===== src/rtl/trap_pkg.sv =====
package trap_pkg;

    localparam int N_CAUSE     = 3;
    localparam int CAUSE_ADDR  = 0;
    localparam int CAUSE_STACK = 1;
    localparam int CAUSE_MATH  = 2;

    typedef logic [N_CAUSE-1:0] cause_vec_t;

    typedef enum logic {
        REQ_IDLE   = 1'b0,
        REQ_RAISED = 1'b1
    } req_state_e;

endpackage


===== src/rtl/trap_addr_chk.sv =====
module trap_addr_chk #(
    parameter int unsigned DAW = 16,
    parameter int unsigned PAW = 23,
    parameter logic [DAW-1:0] DATA_TOP = 16'h27FF,
    parameter logic [PAW-1:0] PROG_TOP = 23'h017FFE,
    parameter logic [PAW-1:0] VEC_LO   = 23'h000004,
    parameter logic [PAW-1:0] VEC_HI   = 23'h000080
) (
    input  logic           d_valid,
    input  logic           d_word,
    input  logic [DAW-1:0] d_addr,
    input  logic           f_valid,
    input  logic [PAW-2:0] f_addr,
    output logic           addr_err
);

    logic [PAW-1:0] pc_full;
    logic           data_misalign;
    logic           data_unimpl;
    logic           fetch_unimpl;
    logic           fetch_vector;

    always_comb begin
        pc_full       = {f_addr, 1'b0};
        data_misalign = d_valid && d_word && d_addr[0];
        data_unimpl   = d_valid && (d_addr > DATA_TOP);
        fetch_unimpl  = f_valid && (pc_full > PROG_TOP);
        fetch_vector  = f_valid && (pc_full >= VEC_LO) && (pc_full < VEC_HI);
        addr_err      = data_misalign || data_unimpl || fetch_unimpl || fetch_vector;
    end

endmodule


===== src/rtl/trap_stack_chk.sv =====
module trap_stack_chk #(
    parameter int unsigned DAW = 16,
    parameter logic [DAW-1:0] STK_FLOOR   = 16'h0200,
    parameter logic [DAW-1:0] LIMIT_RESET = 16'h27FE
) (
    input  logic           clk,
    input  logic           rst_n,
    input  logic           sp_we,
    input  logic [DAW-1:0] sp_val,
    input  logic           lim_we,
    input  logic [DAW-1:0] lim_wdata,
    output logic [DAW-1:0] limit_q,
    output logic           stack_err
);

    logic above_limit;
    logic below_floor;

    always_ff @(posedge clk or negedge rst_n) begin
        if (!rst_n) begin
            limit_q <= LIMIT_RESET;
        end else if (lim_we) begin
            limit_q <= lim_wdata;
        end
    end

    always_comb begin
        above_limit = sp_val > limit_q;
        below_floor = sp_val < STK_FLOOR;
        stack_err   = sp_we && (above_limit || below_floor);
    end

endmodule


===== src/rtl/trap_div_chk.sv =====
module trap_div_chk #(
    parameter int unsigned DVW = 16
) (
    input  logic           div_start,
    input  logic [DVW-1:0] div_den,
    output logic           math_err
);

    always_comb begin
        math_err = div_start && (div_den == '0);
    end

endmodule


===== src/rtl/trap_flag_fsm.sv =====
module trap_flag_fsm
    import trap_pkg::*;
(
    input  logic       clk,
    input  logic       rst_n,
    input  cause_vec_t set_vec,
    input  cause_vec_t clr_vec,
    output cause_vec_t flags,
    output logic       req
);

    cause_vec_t flags_d;
    req_state_e state_q;
    req_state_e state_d;

    genvar gi;
    generate
        for (gi = 0; gi < N_CAUSE; gi++) begin : g_flag
            always_comb begin
                flags_d[gi] = set_vec[gi] || (flags[gi] && !clr_vec[gi]);
            end

            always_ff @(posedge clk or negedge rst_n) begin
                if (!rst_n) begin
                    flags[gi] <= 1'b0;
                end else begin
                    flags[gi] <= flags_d[gi];
                end
            end
        end
    endgenerate

    always_comb begin
        state_d = state_q;
        unique case (state_q)
            REQ_IDLE: begin
                if (|flags_d) begin
                    state_d = REQ_RAISED;
                end
            end
            REQ_RAISED: begin
                if (!(|flags_d)) begin
                    state_d = REQ_IDLE;
                end
            end
            default: state_d = REQ_IDLE;
        endcase
    end

    always_ff @(posedge clk or negedge rst_n) begin
        if (!rst_n) begin
            state_q <= REQ_IDLE;
        end else begin
            state_q <= state_d;
        end
    end

    always_comb begin
        unique case (state_q)
            REQ_IDLE:   req = 1'b0;
            REQ_RAISED: req = 1'b1;
            default:    req = 1'b0;
        endcase
    end

endmodule


===== src/rtl/trap_detect_unit.sv =====
module trap_detect_unit
    import trap_pkg::*;
#(
    parameter int unsigned DAW = 16,
    parameter int unsigned PAW = 23,
    parameter int unsigned DVW = 16,
    parameter logic [DAW-1:0] DATA_TOP    = 16'h27FF,
    parameter logic [PAW-1:0] PROG_TOP    = 23'h017FFE,
    parameter logic [PAW-1:0] VEC_LO      = 23'h000004,
    parameter logic [PAW-1:0] VEC_HI      = 23'h000080,
    parameter logic [DAW-1:0] STK_FLOOR   = 16'h0200,
    parameter logic [DAW-1:0] LIMIT_RESET = 16'h27FE
) (
    input  logic           clk,
    input  logic           rst_n,
    input  logic           d_valid,
    input  logic           d_word,
    input  logic [DAW-1:0] d_addr,
    input  logic           f_valid,
    input  logic [PAW-2:0] f_addr,
    input  logic           sp_we,
    input  logic [DAW-1:0] sp_val,
    input  logic           lim_we,
    input  logic [DAW-1:0] lim_wdata,
    input  logic           div_start,
    input  logic [DVW-1:0] div_den,
    input  logic [2:0]     flag_clr,
    output logic [2:0]     trap_flags,
    output logic           trap_req
);

    logic           addr_err;
    logic           stack_err;
    logic           math_err;
    logic [DAW-1:0] stk_limit;
    cause_vec_t     set_vec;

    trap_addr_chk #(
        .DAW(DAW), .PAW(PAW), .DATA_TOP(DATA_TOP),
        .PROG_TOP(PROG_TOP), .VEC_LO(VEC_LO), .VEC_HI(VEC_HI)
    ) u_addr (
        .d_valid(d_valid), .d_word(d_word), .d_addr(d_addr),
        .f_valid(f_valid), .f_addr(f_addr), .addr_err(addr_err)
    );

    trap_stack_chk #(
        .DAW(DAW), .STK_FLOOR(STK_FLOOR), .LIMIT_RESET(LIMIT_RESET)
    ) u_stack (
        .clk(clk), .rst_n(rst_n), .sp_we(sp_we), .sp_val(sp_val),
        .lim_we(lim_we), .lim_wdata(lim_wdata),
        .limit_q(stk_limit), .stack_err(stack_err)
    );

    trap_div_chk #(.DVW(DVW)) u_div (
        .div_start(div_start), .div_den(div_den), .math_err(math_err)
    );

    always_comb begin
        set_vec              = '0;
        set_vec[CAUSE_ADDR]  = addr_err;
        set_vec[CAUSE_STACK] = stack_err;
        set_vec[CAUSE_MATH]  = math_err;
    end

    trap_flag_fsm u_flags (
        .clk(clk), .rst_n(rst_n), .set_vec(set_vec), .clr_vec(flag_clr),
        .flags(trap_flags), .req(trap_req)
    );

endmodule


===== config.mk =====
export PLATFORM = sky130hd
export DESIGN_NAME = trap_detect_unit
export DESIGN_NICKNAME = d
export VERILOG_FILES = /design/src/rtl/trap_pkg.sv /design/src/rtl/trap_addr_chk.sv /design/src/rtl/trap_stack_chk.sv /design/src/rtl/trap_div_chk.sv /design/src/rtl/trap_flag_fsm.sv /design/src/rtl/trap_detect_unit.sv
export SDC_FILE = /design/constraint.sdc
export NUM_CORES = 1
export LEC_CHECK = 0
export BUFFER_PORTS_ARGS = -buffer_cell sky130_fd_sc_hd__buf_2
export CORE_MARGIN = 2
export CORE_UTILIZATION = 30
export DETAILED_ROUTE_END_ITERATION = 10
export GPL_ROUTABILITY_DRIVEN = 0
export HOLD_SLACK_MARGIN = 0.05
export PLACE_DENSITY = 0.67
export SYNTH_ARGS = -nofsm -noshare
export SYNTH_HDL_FRONTEND = slang
export SYNTH_HIERARCHICAL = 1
export SYNTH_SLANG_ARGS = --single-unit

===== constraint.sdc =====
create_clock -name clk -period 2.2 [get_ports clk]
set_clock_uncertainty 0.1 [all_clocks]
set_input_delay 0.11 -clock clk [delete_from_list [all_inputs] [get_ports clk]]
set_output_delay 0.11 -clock clk [all_outputs]
set_load 0.01 [all_outputs]

---- After elaboration in Yosys (flattened, before gate mapping) ----
Index checks and enable logic that the tools add are counted.
word-level totals
  logic and storage cells ................. 37
  bits of input ports ..................... 97
  output and inout bits ................... 4
  flip-flop bits (word level) ............. 20
cells by class
  bitwise logic cells ..................... 1
  magnitude comparators ................... 6
  reductions and logical operators ........ 23
  mux-type cells .......................... 2
operators with widths
  cell                  count
  $ge 23x3->1 const B   1
  $gt 23x17->1 const B  1
  $lt 23x8->1 const B   1
  $gt 16x14->1 const B  1
  $gt 16x16->1          1
  $logic_not 16->1      1
  $lt 16x10->1 const B  1
  $logic_and 1x1->1     11
  $logic_or 1x1->1      7
  $logic_not 1->1       3
  $reduce_or 3->1       1
  $pmux 1 s2            1
  $mux 1                1
  $not 1->1             1

---- Longest topological paths before layout ----
  depth in word-level cells ............... 8
  mapped depth ............................ 8
  gate-level depth less buffers ........... 8

---- Hierarchy ----
The synthesis kept the hierarchy.
by module, submodules not included
  module          instances  cells each  sequential area each (um^2)  area each (um^2)
  trap_stack_chk  1          110         414.1                        1001.0
  trap_flag_fsm   1          11          100.1                        140.1
  trap_addr_chk   1          14          0.0                          80.1
  trap_div_chk    1          6           0.0                          43.8

---- Least setup slack after synthesis ----
Ideal clock, no wire load.
  kind .................................... reg-to-reg
  start point ............................. register u_stack.limit_q[10]
  end point ............................... register u_flags.state_q
  setup time .............................. 0.131 ns
  buffers on the path ..................... 0
  cell stages (with the launch flop) ...... 9
  period minus slack after synthesis ...... 2.365 ns
  arrival time ............................ 2.134 ns
  setup slack ............................. -0.165 ns
  required time ........................... 1.969 ns
  path through ............................ dfstp_2 inv_1 ha_1 nand2_1 or3_1 o41ai_1 a31oi_1 a21o_1 or3_1
on the way
  cells in the longest elaborated chain, start to end .. 6
ends and longest elaborated chain
  element                       line                                      source
  from (decl)                   trap_stack_chk.sv:12                      output logic [DAW-1:0] limit_q,
  from (signal assigned)        trap_stack_chk.sv:23                      limit_q <= lim_wdata;
  $gt 16x16->1                  trap_stack_chk.sv:28                      above_limit = sp_val > limit_q;
  $logic_or 1x1->1              trap_stack_chk.sv:30                      stack_err = sp_we && (above_limit || below_floor);
  $logic_and 1x1->1             trap_stack_chk.sv:30
  named net stack_err           trap_detect_unit.sv:33                    logic stack_err;
  $logic_or 1x1->1              trap_flag_fsm.sv:20                       flags_d[gi] = set_vec[gi] || (flags[gi] && !clr_vec[gi]);
  named net u_flags.flags_d[1]  trap_flag_fsm.sv:12                       cause_vec_t flags_d;
  $reduce_or 3->1               trap_flag_fsm.sv:37, trap_flag_fsm.sv:42
  $mux 1                        trap_flag_fsm.sv:37, trap_flag_fsm.sv:42
  named net u_flags.state_d     trap_flag_fsm.sv:14                       req_state_e state_d;
  to (signal assigned)          trap_flag_fsm.sv:54                       state_q <= state_d;
  to (decl)                     trap_flag_fsm.sv:13                       req_state_e state_q;
The timed path passes the listed nets, and every way through them passes these cells.
A chain may end at the register's enable or synchronous reset.

---- Worst setup path after layout ----
  start point ............................. register u_stack.limit_q[13]
  end point ............................... register u_flags.state_q
The elaborated chain is that of the path after synthesis.

==> reports/qor.csv <==
stage;metric;value;unit
outcome;status;complete, but fails checks;
outcome;violations;negative setup slack;
critical_path;crit_required;2.24;ns
floorplanning;io_pins;101;
synth;ys_types;27;
sta;worst_pin_slew;0.4606;ns
critical_path;startpoint;u_stack/limit_q[13]$_DFFE_PN1P_;
route;ant_nets;0;
sta;drv_slew;0;
sta;slew_headroom;69.29;%
synth;synth_warnings;6;
clocking;htreeDepth;1;
critical_path;r2r_slack;-0.06;ns
sta;fmax;0.4419;GHz
min_path;hold_class;input pin to register;
clocking;cts_tree;yes;
synth;syn_avg_cell_area;8.971;sq um
floorplanning;num_rows;23;
grt;grt_max_degree;32;
route;routed_wl;3.457;mm
synth;syn_area;0.001265;sq mm
critical_path;reg2reg_to;u_flags/state_q$_DFF_PN0_;
floorplanning;die_h;68.94;um
finish;synthToLayoutAreaGrowth;62.41;%
power;p_total;946.2;uW
critical_path;startpoint_type;register;
critical_path;r2r_cells;8;
clocking;root_buffer;clkbuf_8;
grt;grt_pass1_wl;4.871;mm
grt;grt.overflow.total;0;
placed_design;placed_cell_area;0.001807;sq mm
critical_path;crit_end;u_flags/state_q$_DFF_PN0_;
route;drc_errors;0;
placed_design;dpl.hpwl;2.804;mm
clocking;insertion_delay;0.25;ns
floorplanning;die_w;68.94;um
power;peakVddDrop;0.3707;mV
sta;grt_setup_unrepaired;yes;
sta;finalCriticalPeriod;2.263;ns
critical_path;r2r-start;u_stack/limit_q[13]$_DFFE_PN1P_;
clocking;clkSlewWorstSetupHoldPaths;0.07;ns
critical_path;critical_path_class;register to register;
power;leakagePower;1.042;nW
finish;antenna_cells;0;
finish;fillers;404;
floorplanning;die_area;0.004752;sq mm
sta;finalWorstSetupSlack;-0.06284;ns
finish;layout-drive-gt1-share;44.88;%
route;wl_per_cell;11.37;um
floorplanning;coreArea;0.004029;sq mm
finish;multi_input_area;695.7;sq um
synth;ys_ff_latch;20;
critical_path;cp-end-kind;register;
grt;grt_pass1_vias;1274;
finish;finish.utilization;50.99;%
clocking;cts.path.max_buffers;2;
synth;syn_inst;141;
finish;ff_latch_area;514.2;sq um
power;power.density;460.5;mW/mm^2
flow_run;drv_cap;0;
sta;setup_viol;1;
floorplanning;initial_utilization;31.40;%
clocking;numCtsBuffers;3;
finish;nets;368;
critical_path;critPathArrivalTime;2.30;ns
sta;fin_crit_sh;102.9;%
synth;ys_seq_area_share;40.65;%
placed_design;numPortBuffers;89;
clocking;cts_setup_buffers;0;
critical_path;path_max_fanout;2;
route;viasPerCell;4.664;
sta;worst_hold_slack;0.06324;ns
clocking;cts.sinks;20;
finish;finalInstanceArea;0.002054;sq mm
sta;finalHoldViolCount;0;
grt;grt_usage;13.99;%
grt;grt_antenna_before_repair;0;
synth;syn-num-nets;254;
route;num_vias;1418;
route;drt-initial-drc-count;28;
route;drt_pass1_iterations;4;
## worst min path at each step
stage	startpoint	to	slack [ns]	depth (start not counted)
3_5_place_dp	rst_n	u_stack/limit_q[0]$_DFFE_PN0P_	-0.02	1
5_1_grt	div_den[3]	u_flags/flags[2]$_DFF_PN0_	0.07	3
3_3_place_gp	rst_n	u_stack/limit_q[0]$_DFFE_PN0P_	-0.02	1
2_1_floorplan	rst_n	u_flags/flags[0]$_DFF_PN0_	-0.29	0
4_1_cts	div_den[14]	u_flags/flags[2]$_DFF_PN0_	0.06	3
6_report	flag_clr[0]	u_flags/flags[0]$_DFF_PN0_	0.06	3
## flip-flops by register name, indices dropped and copies added, names as in the netlist
signal and flops:
u_flags/flags 3, u_flags/state_q 1, u_stack/limit_q 16
## cells by family (layout without fill, tap and decap cells)
group	after synthesis	after routing	synth area share, %
simple gates	43	43	17.51
fa+ha+maj	16	16	15.83
buf+inv	22	135	6.528
mux	1	1	0.8901
compound gates	39	39	18.60
flops	20	20	40.65
## layout by cell type, fill, tap and decap left out, types with 2 or more instances in the layout
master | synthesis | routed
buf_4 | 0 | 4
o21ai_0 | 18 | 18
nor4_1 | 7 | 7
a211oi_1 | 2 | 2
ha_1 | 16 | 15
inv_1 | 19 | 18
nor2_1 | 3 | 3
dlygate4sd3_1 | 0 | 19
nand2_1 | 21 | 20
o41ai_1 | 3 | 2
clkbuf_8 | 0 | 3
dfstp_2 | 11 | 11
buf_2 | 0 | 89
dfrtp_1 | 9 | 9
or4_1 | 2 | 2
a21oi_1 | 7 | 7
a21o_1 | 3 | 3
nand4_1 | 4 | 4
## power by group
group          total, mW  switching, mW  internal, mW
sequential         0.422        0.00962         0.413
combinational      0.281          0.129         0.153
clock              0.243          0.114         0.129
total              0.946          0.252         0.694
## worst max-delay path, stage by stage, from the launching register on
cell and delay, ns:
dfstp_2 0.53, inv_2 0.04, ha_4 0.25, nand2_2 0.05
or3_4 0.37, o41ai_2 0.27, a31oi_1 0.06, a21o_1 0.17
or3_1 0.30
## synthesized netlist by cell type
cell type	count	share of area [%]
nor3_1	1	0.40
o41ai_1	3	2.1
mux2_2	1	0.89
a211oi_1	2	1.2
nor4b_2	1	1.2
a21oi_1	7	2.8
nor2b_1	1	0.49
a311oi_1	1	0.69
a22oi_1	1	0.59
dfstp_2	11	23
or4_1	2	1.2
clkbuf_1	3	0.89
nor4_1	7	3.5
nand4_1	4	2.0
o21ai_1	1	0.40
a31oi_1	1	0.49
and4_1	1	0.69
a21o_1	3	1.8
or3_1	2	0.99
o211ai_1	1	0.59
nor2_1	3	0.89
a2111o_1	1	0.89
o21ai_0	18	7.1
nand2_1	21	6.2
inv_1	19	5.6
ha_1	16	16
dfrtp_1	9	18
## per-stage QoR
stage | setup TNS (ns) | std cells | setup WS [ns]
final | -0.06284 | 304 | -0.06284
after global routing | -0.1566 | 304 | -0.1566
after CTS | -0.08549 | 304 | -0.08549
after detailed placement | -0.1290 | 281 | -0.1290
after global placement | -0.09115 | 281 | -0.09115
after floorplan | -0.05609 | 141 | -0.05609
## metal layers
metal,vias to the layer above,GRT usage [%],share of wire [%]
met5,-,0,0
met4,0,5.882,1.2
met3,4,1.948,8.1
met2,58,26.80,49
met1,621,15.18,42
li1,735,-,-
## repair_timing
| item | CTS | global route |
|---|---|---|
| endpoints found under the hold margin | 38 | 0 |
| gates resized for setup | 2 | 0 |
| endpoints found under the setup margin | 1 | 1 |
| hold buffers | 19 | 0 |
| pin swaps | 2 | 2 |
## layout make-up
type	count	area share, %
Sequential cell	20	25.03
Clock buffer	4	2.192
Inverter	19	3.471
Multi-Input combinational cell	99	33.86
Tap cell	50	3.045
Timing Repair Buffer	112	32.40
Note: power is estimated with default switching activity, not from simulation.
